<file path="src/rtl/cmd_pkt_pkg.sv">
package cmd_pkt_pkg;
  localparam int unsigned WORD_W  = 32;
  localparam int unsigned TYPE_W  = 8;
  localparam int unsigned FIELD_W = 16;
  localparam int unsigned HDR_W   = TYPE_W + FIELD_W;

  // status bit positions
  localparam int unsigned ST_CMD_EMPTY = 0;
  localparam int unsigned ST_CMD_FULL  = 1;
  localparam int unsigned ST_PLD_EMPTY = 2;
  localparam int unsigned ST_PLD_FULL  = 3;
  localparam int unsigned ST_RD_EMPTY  = 4;
  localparam int unsigned ST_RD_FULL   = 5;
  localparam int unsigned ST_RD_BUSY   = 6;
  localparam int unsigned ST_OVF       = 7;

  typedef struct packed {
    logic [FIELD_W-1:0] field;
    logic [TYPE_W-1:0]  dtype;
  } cmd_hdr_t;

  typedef enum logic [2:0] {
    SER_IDLE, SER_TYPE, SER_LO, SER_HI, SER_PLD
  } ser_state_e;

  // long-packet classification by type low nibble
  function automatic logic is_long_type(input logic [TYPE_W-1:0] dt);
    case (dt[3:0])
      4'h9, 4'hC, 4'hD, 4'hE: return 1'b1;
      default:                return 1'b0;
    endcase
  endfunction

  // payload words needed to hold n bytes (ceiling of n/4)
  function automatic logic [FIELD_W:0] words_for_bytes(input logic [FIELD_W-1:0] n);
    logic [FIELD_W+1:0] s;
    s = {2'b00, n} + (FIELD_W+2)'(3);
    return s[FIELD_W+1:2];
  endfunction
endpackage

</file>
<file path="src/rtl/cpq_fifo.sv">
module cpq_fifo #(
  parameter int unsigned WIDTH = 32,
  parameter int unsigned DEPTH = 8
) (
  input  logic                         clk,
  input  logic                         rst_n,
  input  logic                         push,
  input  logic [WIDTH-1:0]             push_data,
  input  logic                         pop,
  output logic [WIDTH-1:0]             head,
  output logic                         empty,
  output logic                         full,
  output logic [$clog2(DEPTH+1)-1:0]   count
);
  localparam int unsigned AW = (DEPTH > 1) ? $clog2(DEPTH) : 1;
  localparam int unsigned CW = $clog2(DEPTH+1);

  logic [WIDTH-1:0] mem [DEPTH];
  logic [AW-1:0]    wp, rp;
  logic [CW-1:0]    cnt;
  logic             do_push, do_pop;

  assign empty   = (cnt == '0);
  assign full    = (cnt == CW'(DEPTH));
  assign count   = cnt;
  assign head    = mem[rp];
  assign do_push = push && !full;
  assign do_pop  = pop && !empty;

  function automatic logic [AW-1:0] ptr_next(input logic [AW-1:0] p);
    return (p == AW'(DEPTH-1)) ? '0 : p + AW'(1);
  endfunction

  always_ff @(posedge clk) begin
    if (do_push) mem[wp] <= push_data;
  end

  always_ff @(posedge clk or negedge rst_n) begin
    if (!rst_n) begin
      wp  <= '0;
      rp  <= '0;
      cnt <= '0;
    end else begin
      if (do_push) wp <= ptr_next(wp);
      if (do_pop)  rp <= ptr_next(rp);
      case ({do_push, do_pop})
        2'b10:   cnt <= cnt + CW'(1);
        2'b01:   cnt <= cnt - CW'(1);
        default: cnt <= cnt;
      endcase
    end
  end
endmodule

</file>
<file path="src/rtl/cpq_serializer.sv">
module cpq_serializer
  import cmd_pkt_pkg::*;
#(
  parameter int unsigned PLD_CW = 4
) (
  input  logic                 clk,
  input  logic                 rst_n,
  input  logic                 cmd_empty,
  input  cmd_hdr_t             cmd_head,
  output logic                 cmd_pop,
  input  logic [WORD_W-1:0]    pld_head,
  input  logic [PLD_CW-1:0]    pld_count,
  output logic                 pld_pop,
  output logic                 out_valid,
  input  logic                 out_ready,
  output logic [7:0]           out_byte,
  output logic                 out_last,
  output logic                 hdr_launch
);
  ser_state_e           state;
  cmd_hdr_t             hdr_q;
  logic                 long_q;
  logic [FIELD_W-1:0]   remain;
  logic [1:0]           lane;
  logic                 fire, has_pld, enough;

  assign enough     = (32'(pld_count) >= 32'(words_for_bytes(cmd_head.field)));
  assign hdr_launch = (state == SER_IDLE) && !cmd_empty &&
                      (!is_long_type(cmd_head.dtype) || enough);
  assign cmd_pop    = hdr_launch;
  assign out_valid  = (state != SER_IDLE);
  assign fire       = out_valid && out_ready;
  assign has_pld    = long_q && (hdr_q.field != '0);
  assign pld_pop    = (state == SER_PLD) && fire &&
                      ((remain == FIELD_W'(1)) || (lane == 2'd3));

  always_comb begin
    case (state)
      SER_TYPE: out_byte = hdr_q.dtype;
      SER_LO:   out_byte = hdr_q.field[7:0];
      SER_HI:   out_byte = hdr_q.field[15:8];
      SER_PLD:  out_byte = pld_head[{lane, 3'b000} +: 8];
      default:  out_byte = 8'h00;
    endcase
  end

  assign out_last = ((state == SER_HI) && !has_pld) ||
                    ((state == SER_PLD) && (remain == FIELD_W'(1)));

  always_ff @(posedge clk or negedge rst_n) begin
    if (!rst_n) begin
      state  <= SER_IDLE;
      hdr_q  <= '0;
      long_q <= 1'b0;
      remain <= '0;
      lane   <= '0;
    end else begin
      case (state)
        SER_IDLE: if (hdr_launch) begin
          hdr_q  <= cmd_head;
          long_q <= is_long_type(cmd_head.dtype);
          state  <= SER_TYPE;
        end
        SER_TYPE: if (fire) state <= SER_LO;
        SER_LO:   if (fire) state <= SER_HI;
        SER_HI:   if (fire) begin
          if (has_pld) begin
            state  <= SER_PLD;
            remain <= hdr_q.field;
            lane   <= '0;
          end else begin
            state <= SER_IDLE;
          end
        end
        SER_PLD:  if (fire) begin
          remain <= remain - FIELD_W'(1);
          lane   <= lane + 2'd1;
          if (remain == FIELD_W'(1)) state <= SER_IDLE;
        end
        default:  state <= SER_IDLE;
      endcase
    end
  end
endmodule

</file>
<file path="src/rtl/cmd_pkt_queue.sv">
module cmd_pkt_queue
  import cmd_pkt_pkg::*;
#(
  parameter int unsigned CMD_DEPTH = 4,
  parameter int unsigned PLD_DEPTH = 8
) (
  input  logic        clk,
  input  logic        rst_n,
  input  logic        wr_en,
  input  logic        wr_sel,
  input  logic [31:0] wr_data,
  output logic [7:0]  status,
  output logic        out_valid,
  input  logic        out_ready,
  output logic [7:0]  out_byte,
  output logic        out_last
);
  localparam int unsigned CMD_CW = $clog2(CMD_DEPTH+1);
  localparam int unsigned PLD_CW = $clog2(PLD_DEPTH+1);

  logic               hdr_wr, pld_wr;
  logic               cmd_empty, cmd_full, cmd_pop;
  logic               pld_empty, pld_full, pld_pop;
  logic [HDR_W-1:0]   cmd_head_raw;
  logic [WORD_W-1:0]  pld_head;
  logic [PLD_CW-1:0]  pld_count;
  logic [CMD_CW-1:0]  cmd_cnt_unused;
  logic               hdr_launch;
  logic               ovf_q;
  logic               wr_hi_unused;

  assign hdr_wr       = wr_en && !wr_sel;
  assign pld_wr       = wr_en &&  wr_sel;
  assign wr_hi_unused = ^wr_data[31:24];

  cpq_fifo #(.WIDTH(HDR_W), .DEPTH(CMD_DEPTH)) u_cmd_fifo (
    .clk(clk), .rst_n(rst_n),
    .push(hdr_wr), .push_data(wr_data[HDR_W-1:0]),
    .pop(cmd_pop), .head(cmd_head_raw),
    .empty(cmd_empty), .full(cmd_full), .count(cmd_cnt_unused)
  );

  cpq_fifo #(.WIDTH(WORD_W), .DEPTH(PLD_DEPTH)) u_pld_fifo (
    .clk(clk), .rst_n(rst_n),
    .push(pld_wr), .push_data(wr_data),
    .pop(pld_pop), .head(pld_head),
    .empty(pld_empty), .full(pld_full), .count(pld_count)
  );

  cpq_serializer #(.PLD_CW(PLD_CW)) u_ser (
    .clk(clk), .rst_n(rst_n),
    .cmd_empty(cmd_empty), .cmd_head(cmd_hdr_t'(cmd_head_raw)), .cmd_pop(cmd_pop),
    .pld_head(pld_head), .pld_count(pld_count), .pld_pop(pld_pop),
    .out_valid(out_valid), .out_ready(out_ready),
    .out_byte(out_byte), .out_last(out_last),
    .hdr_launch(hdr_launch)
  );

  always_ff @(posedge clk or negedge rst_n) begin
    if (!rst_n) ovf_q <= 1'b0;
    else if ((hdr_wr && cmd_full) || (pld_wr && pld_full)) ovf_q <= 1'b1;
  end

  always_comb begin
    status               = '0;
    status[ST_CMD_EMPTY] = cmd_empty;
    status[ST_CMD_FULL]  = cmd_full;
    status[ST_PLD_EMPTY] = pld_empty;
    status[ST_PLD_FULL]  = pld_full;
    status[ST_RD_EMPTY]  = 1'b1;
    status[ST_RD_FULL]   = 1'b0;
    status[ST_RD_BUSY]   = 1'b0;
    status[ST_OVF]       = ovf_q;
  end
endmodule

</file>
<file path="config.mk">
export PLATFORM = sky130hd
export DESIGN_NAME = cmd_pkt_queue
export DESIGN_NICKNAME = d
export VERILOG_FILES = /design/src/rtl/cmd_pkt_pkg.sv /design/src/rtl/cpq_fifo.sv /design/src/rtl/cpq_serializer.sv /design/src/rtl/cmd_pkt_queue.sv
export SDC_FILE = /design/constraint.sdc
export NUM_CORES = 1
export LEC_CHECK = 0
export ABC_CLOCK_PERIOD_IN_PS = 5900
export BUFFER_PORTS_ARGS = -buffer_cell sky130_fd_sc_hd__buf_4
export CORE_ASPECT_RATIO = 0.6
export CORE_MARGIN = 2
export CORE_UTILIZATION = 55
export DETAILED_ROUTE_END_ITERATION = 12
export PLACE_DENSITY = 0.83
export SYNTH_ARGS = -nofsm -noshare
export SYNTH_HDL_FRONTEND = slang
export SYNTH_SLANG_ARGS = --single-unit
export TNS_END_PERCENT = 100
</file>
<file path="constraint.sdc">
create_clock -name clk -period 5.9 [get_ports clk]
set_clock_uncertainty 0.15 [all_clocks]
set_input_delay 0.59 -clock clk [delete_from_list [all_inputs] [get_ports clk]]
set_output_delay 0.59 -clock clk [all_outputs]
set_load 0.02 [all_outputs]
</file>
* Word-level counts from Yosys, hierarchy flattened *
Memory sizes are Yosys's and may differ from the RTL's.
Index checks and enable logic that the tools add are counted.

operators by class
  $add $sub $neg = 11
  $lt $le $gt $ge = 1
  eq/ne operators = 27
  shifts and indexed selects = 1
  multiplexer cells = 28
  reduce and logical (&&, ||, !) cells = 39

operator list
  cell                                                                   number
  16-bit two-way mux                                                     3
  16-bit case mux with 2 select lines                                    1
  8-bit case mux with 4 select lines                                     1
  32-bit by 6-bit indexed part select with 8-bit output                  1
  3-bit two-way mux                                                      9
  4-bit == test (second input constant)                                  5
  16-bit by 2-bit adder with 17-bit output (second input constant)       1
  16-bit by 1-bit == test with 1-bit output (second input constant)      1
  4-bit by 16-bit >= comparator with 1-bit output                        1
  1-bit logical AND                                                      16
  16-bit nonzero test                                                    1
  16-bit by 1-bit subtractor with 16-bit output (second input constant)  1
  3-bit case mux with 5 select lines                                     1
  3-bit == test (second input constant)                                  4
  2-bit == test (second input constant)                                  5
  2-bit two-way mux                                                      5
  2-bit by 1-bit != test with 1-bit output (second input constant)       5
  3-bit by 1-bit adder with 3-bit output (second input constant)         3
  4-bit case mux with 2 select lines                                     1
  1-bit zero test                                                        7
  2-bit by 1-bit adder with 2-bit output (second input constant)         3
  3-bit by 2-bit == test with 1-bit output (second input constant)       2
  3-bit zero test                                                        2
  3-bit case mux with 2 select lines                                     1
  16 further kinds                                                       27

word-level totals
  register bits after elaboration = 64
  memory bits (writable) = 352
  input bits = 37
  output and inout port bits = 18
  word-level logic and storage cells = 122
  memories kept = 2

memories
  name            words  width  read ports  clocked after Yosys merged registers in  wr ports  RTL line        text
  u_pld_fifo.mem  8      32     1           0                                        1         cpq_fifo.sv:18  logic [WIDTH-1:0] mem [DEPTH];
  u_cmd_fifo.mem  4      24     1           0                                        1         cpq_fifo.sv:18

* Longest topological paths before layout *
An unclocked memory read counts as a cell.

  word-level depth = 10
  mapped depth = 20
  mapped depth without buffers = 17

* Modules after synthesis *
A second synthesis with hierarchy kept.

second synthesis, totals
  cell total of the unflattened synthesis = 900
  area total of the unflattened synthesis = 17421.7 um^2

by module, submodules not included
  module                  times used  cells an instance  area an instance (um^2)  seq. area each (um^2)
  cpq_fifo at u_pld_fifo  1           438                10333.7                  7937.6
  cpq_fifo at u_cmd_fifo  1           166                3958.8                   3057.9
  cpq_serializer          1           281                3001.6                   1151.1
  cmd_pkt_queue           1           15                 127.6                    25.0

* Worst setup path before layout *
OpenSTA, ideal clock, no wires.

  path type = input to register
  start = input wr_sel
  end = memory u_pld_fifo.mem[0][0] (enable)
  setup time = 0.502 ns
  arrival = 3.940 ns
  data required time = 5.248 ns
  path slack = 1.307 ns
  cell stages on the path = 2
  buffers on the path = 0
  cell sequence = nand3_1 nor4_1

on the way
  word-level cells in the longest chain between the ends = 4

ends and longest elaborated chain
  item                                     RTL line             text
  from (decl)                              cmd_pkt_queue.sv:10  input logic wr_sel,
  1-bit logical AND                        cmd_pkt_queue.sv:33  assign pld_wr = wr_en && wr_sel;
  1-bit logical AND                        cpq_fifo.sv:27       assign do_push = push && !full;
  1-bit two-way mux                        cpq_fifo.sv:35       if (do_push) mem[wp] <= push_data;
  1-bit two-way mux (not written as such)  cpq_fifo.sv:35
  to (decl)                                cpq_fifo.sv:18

No other way between the ends.

* Worst setup path in the final report *
  start = register u_cmd_fifo.rp[0]
  end = register u_cmd_fifo.cnt[2], in the netlist u_cmd_fifo.count[2]

on the way
  word-level cells in the longest chain between the ends = 10

ends and longest elaborated chain
  item                                                                                              RTL line              text
  from (decl)                                                                                       cpq_fifo.sv:19        logic [AW-1:0] wp, rp;
  from (signal assigned)                                                                            cpq_fifo.sv:45        if (do_pop) rp <= ptr_next(rp);
  memory read 4 x 24 bit *                                                                          n/a
  parallel branches: the longest is 4 deep, another holds 16-bit by 2-bit adder with 17-bit output  n/a
  1-bit logical OR *                                                                                cpq_serializer.sv:29  (!is_long_type(cmd_head.dtype) || enough);
  1-bit logical AND *                                                                               cpq_serializer.sv:28  assign hdr_launch = (state == SER_IDLE) && !cmd_empty &&
  1-bit logical AND *                                                                               cpq_fifo.sv:28        assign do_pop = pop && !empty;
  2-bit by 1-bit == test with 1-bit output / 2-bit == test (equally long branches)                  cpq_fifo.sv:46        case ({do_push, do_pop})
  3-bit case mux with 2 select lines / 2-bit nonzero test (equally long branches)                   n/a
  to (signal assigned)                                                                              cpq_fifo.sv:47        2'b10: cnt <= cnt + CW'(1);
  to (signal assigned)                                                                              cpq_fifo.sv:48        2'b01: cnt <= cnt - CW'(1);
  to (signal assigned)                                                                              cpq_fifo.sv:49        default: cnt <= cnt;
  to (decl)                                                                                         cpq_fifo.sv:20        logic [CW-1:0] cnt;

Mark *: on every way between the ends.
A chain may end at the register's enable or synchronous reset.

==> Implementation_results.wiki <==
{| class="wikitable"
! Metric !! Value
|-
| Outcome || finished, violations left
|-
| Failing checks || negative hold slack
|-
| Routability congestion estimate from global placement || 0.924
|-
| Number of storage elements in the synthesis netlist || 416
|-
| Filler cell count in the final layout || 2031
|-
| Compound-Gate Fraction of Synth Area || 3.77%
|-
| Cell taking the most area after synthesis || edfxtp_1
|-
| Relative slew slack || 19.4%
|-
| Sequential cell area fraction in the yosys report || 71.0%
|-
| Total setup violations reported at the end of the flow || 0
|-
| Source of the critical timing path || u_cmd_fifo.rp[0]
|-
| Largest net degree at the start of global routing || 65
|-
| Core footprint || 30300 um^2
|-
| Effective utilization at floorplan || 56.6%
|-
| CP Data Required Time || 6.22 ns
|-
| Maximum clock frequency || 0.221 GHz
|-
| Fraction of layout cells with a size suffix above 1 || 25.6%
|-
| Root Buffer || clkbuf_16
|-
| Cell with the most instances after synthesis || edfxtp_1
|-
| Number of remaining DRC errors || 0
|-
| Total via count after detailed routing || 8722
|-
| Worst-path fanout max || 22
|-
| Share of async-settable or async-resettable flops after synthesis || 15.4%
|-
| Multi-input combinational cell area || 4650 um^2
|-
| Worst vdd rail ir drop || 0.279 mV
|-
| Kind of critical path || register to register
|-
| Pin slew with the least headroom to its limit || 1.21 ns
|-
| Remaining number of nets flagged by the antenna check after routing || 0
|-
| Final critical-path setup slack || 1.37 ns
|-
| CTS resizes || 0
|-
| Critical Path AT || 4.85 ns
|-
| Number of distinct standard cells referenced by the synthesized netlist || 57
|-
| CP endpoint kind || register
|-
| Reg-to-Reg Start || u_cmd_fifo.rp[0]
|-
| Detailed-router iteration count before antenna repair || 5
|-
| Quantity of hold-fixing buffers added after cts || 0
|-
| Initial antenna violation count || 1
|-
| Post-route setup TNS || 0 ns
|-
| Half-perimeter wire length after placement || 22300 um
|-
| Clock Latency Late Sink || 0.55 ns
|-
| First-pass GRT wire length || 55500 um
|-
| Most instantiated flip-flop cell in the synthesis netlist || edfxtp_1
|-
| Clock slew at the register clock pins of the worst setup and hold paths || 0.06 ns
|-
| Synthesis Warnings || 0
|-
| Clock buffer depth || 3
|-
| Max-capacitance violation count || 0
|-
| Unrepaired setup endpoints after global routing || false
|-
| Class of the tightest hold or removal check || input port to async pin
|-
| CTS buffer count || 37
|-
| Site Rows || 49
|-
| Routed wirelength normalized by instance count || 26.1 um
|-
| Shortest period the worst path allows || 4.53 ns
|-
| Post-CTS Setup Repair Bufs || 0
|-
| CP startpoint kind || register
|-
| Worst slack at placement || 1.37 ns
|-
| Largest family of logic cells by synthesized area || multiplexers
|-
| # IOs || 55
|-
| CTS tree || built
|-
| Final Non-Filler Cells || 1385
|-
| Cells taking the most area after synthesis || edfxtp_1 62%, mux4_2 11%, dfrtp_1 9.3%
|-
| Adder-Cell Fraction of Synth Area || 1.69%
|-
| Leakage Power || 6.49 nW
|-
| Placed insts || 1320
|-
| Number of I/O port buffers || 51
|-
| Total gr overflow || 0
|-
| Yosys top cell area share || 61.7%
|-
| Via density || 6.30
|-
| Die W || 232 um
|-
| EDFF count, synth || 352
|-
| Mean post-synth cell area || 19.3 um^2
|-
| Nets || 1010
|-
| Area added between synthesis and finish || 11.2%
|-
| Count of pins over their slew limit || 0
|-
| Xor/xnor share of the synthesized area || 0.511%
|-
| GRT Util Overall || 23.1%
|-
| Mapped cell area || 17100 um^2
|-
| Proportion of synthesized area in mux cells || 17.0%
|-
| Area enclosed by the die boundary || 32600 um^2
|-
| Top post-synthesis cells by count || 352 x edfxtp_1, 82 x mux4_2, 64 x dfrtp_1
|-
| Final period util || 76.8%
|-
| Chip height || 141 um
|-
| Register area || 12200 um^2
|-
| Post-Synthesis Cells || 889
|-
| DR iter-0 viols || 898
|-
| Deepest level of the CTS H-tree || 2
|-
| Number of global-route vias before repair || 9000
|-
| Final hold slack || -0.0236 ns
|-
| Synthesized-area fraction occupied by and/or/nand/nor cells || 3.85%
|-
| Final Hold Violating Endpoints || 12
|-
| Final wirelength || 36100 um
|-
| Total clock sinks || 416
|-
| Count of antenna diodes in the layout || 0
|-
| Areal power density over the cells || 407 nW/um^2
|}
==> layer usage <==
metal	track usage, %	vias to the layer above	wire length, um
li1	-	3744	-
met1	34.3	4508	15300
met2	33.8	404	16200
met3	6.63	64	3760
met4	6.44	2	792
met5	0	-	19
==> worst max-delay path, stage by stage (launching register included) <==
cell,delay [ns]
dfrtp_1,0.52
buf_4,0.41
mux4_1,0.69
nand3_1,0.16
a21oi_1,0.08
ha_1,0.27
o21a_1,0.11
nor2_1,0.04
nor4b_1,0.27
nand4_1,0.22
nand2_4,0.40
ha_1,0.25
inv_1,0.06
fa_1,0.37
xor2_1,0.15
nor2_1,0.11
xor2_1,0.17
==> final timing paths <==
kind                                       end  slack [ns]  depth (start not counted)
max                        u_cmd_fifo.count[2]        1.37                         16
min                           u_cmd_fifo.wp[0]       -0.02                          1
max reg2reg                u_cmd_fifo.count[2]        1.37                         16
min reg2reg                              ovf_q        0.32                          1
max in group asynchronous     u_pld_fifo.rp[0]        4.94                          1
min in group clk                         ovf_q        0.11                          2
==> metrics by stage <==
step	instance area [um^2]	hold slack [ns]	power, mW	utilization [%]
after CTS	19100	0.0112	7.78	62.9
after global placement	17900	0.293	5.44	59.2
after floorplan	17100	0.144	5.01	-
final	19100	-0.0236	7.76	62.9
after detailed placement	17900	0.305	5.51	59.2
after global routing	19100	0.0409	8.09	62.9
==> report_power, final <==
part / leakage [nW] / internal [mW] / switching (mW)
clock network: 0.543 / 1.24 / 1.03
registers: 3.97 / 3.55 / 0.286
logic: 1.97 / 0.761 / 0.893
==> flip-flops by register name, summed over array words and instances (netlist names) <==
signal	cells
u_pld_fifo.mem	256
u_cmd_fifo.mem	96
u_ser.hdr_q	24
u_ser.remain	16
u_pld_fifo.count	4
u_cmd_fifo.count	3
u_pld_fifo.rp	3
u_pld_fifo.wp	3
u_ser.state	3
u_cmd_fifo.rp	2
u_cmd_fifo.wp	2
u_ser.lane	2
ovf_q	1
u_ser.long_q	1
==> kinds of logic (layout without fill, tap and decap cells) <==
logic type | after synthesis | in the layout
flip-flops | 416 | 416
multiplexers | 141 | 141
AND/OR/NAND/NOR | 130 | 130
AO/OA/AOI/OAI | 104 | 104
buffers and inverters | 64 | 151
adder cells (fa/ha/maj) | 22 | 22
XOR/XNOR | 10 | 10
other | 2 | 3
==> layout make-up <==
| type | count | share of cell area (%) |
|---|---|---|
| Multi-Input combinational cell | 410 | 24.4 |
| Tap cell | 408 | 2.68 |
| Sequential cell | 416 | 63.9 |
| Clock buffer | 47 | 5.22 |
| Inverter | 16 | 0.315 |
| Timing Repair Buffer | 70 | 2.82 |
| Clock inverter | 18 | 0.663 |
==> cell usage in the layout, fill, tap and decap left out, types with 6 or more instances in the layout <==
master,count
ha_1,20
nand2_1,32
nor3_1,12
mux4_1,22
clkinv_2,7
mux2_2,14
nand3_1,7
edfxtp_1,352
dfrtp_1,62
mux4_2,82
inv_1,16
o21ai_0,35
clkbuf_1,8
clkbuf_16,38
or4_1,6
nor2_1,27
nand2b_1,6
a21oi_1,20
buf_4,69
mux2_4,19
a22oi_1,22
clkinv_1,6
No activity file was read; power rests on OpenSTA's default activity.
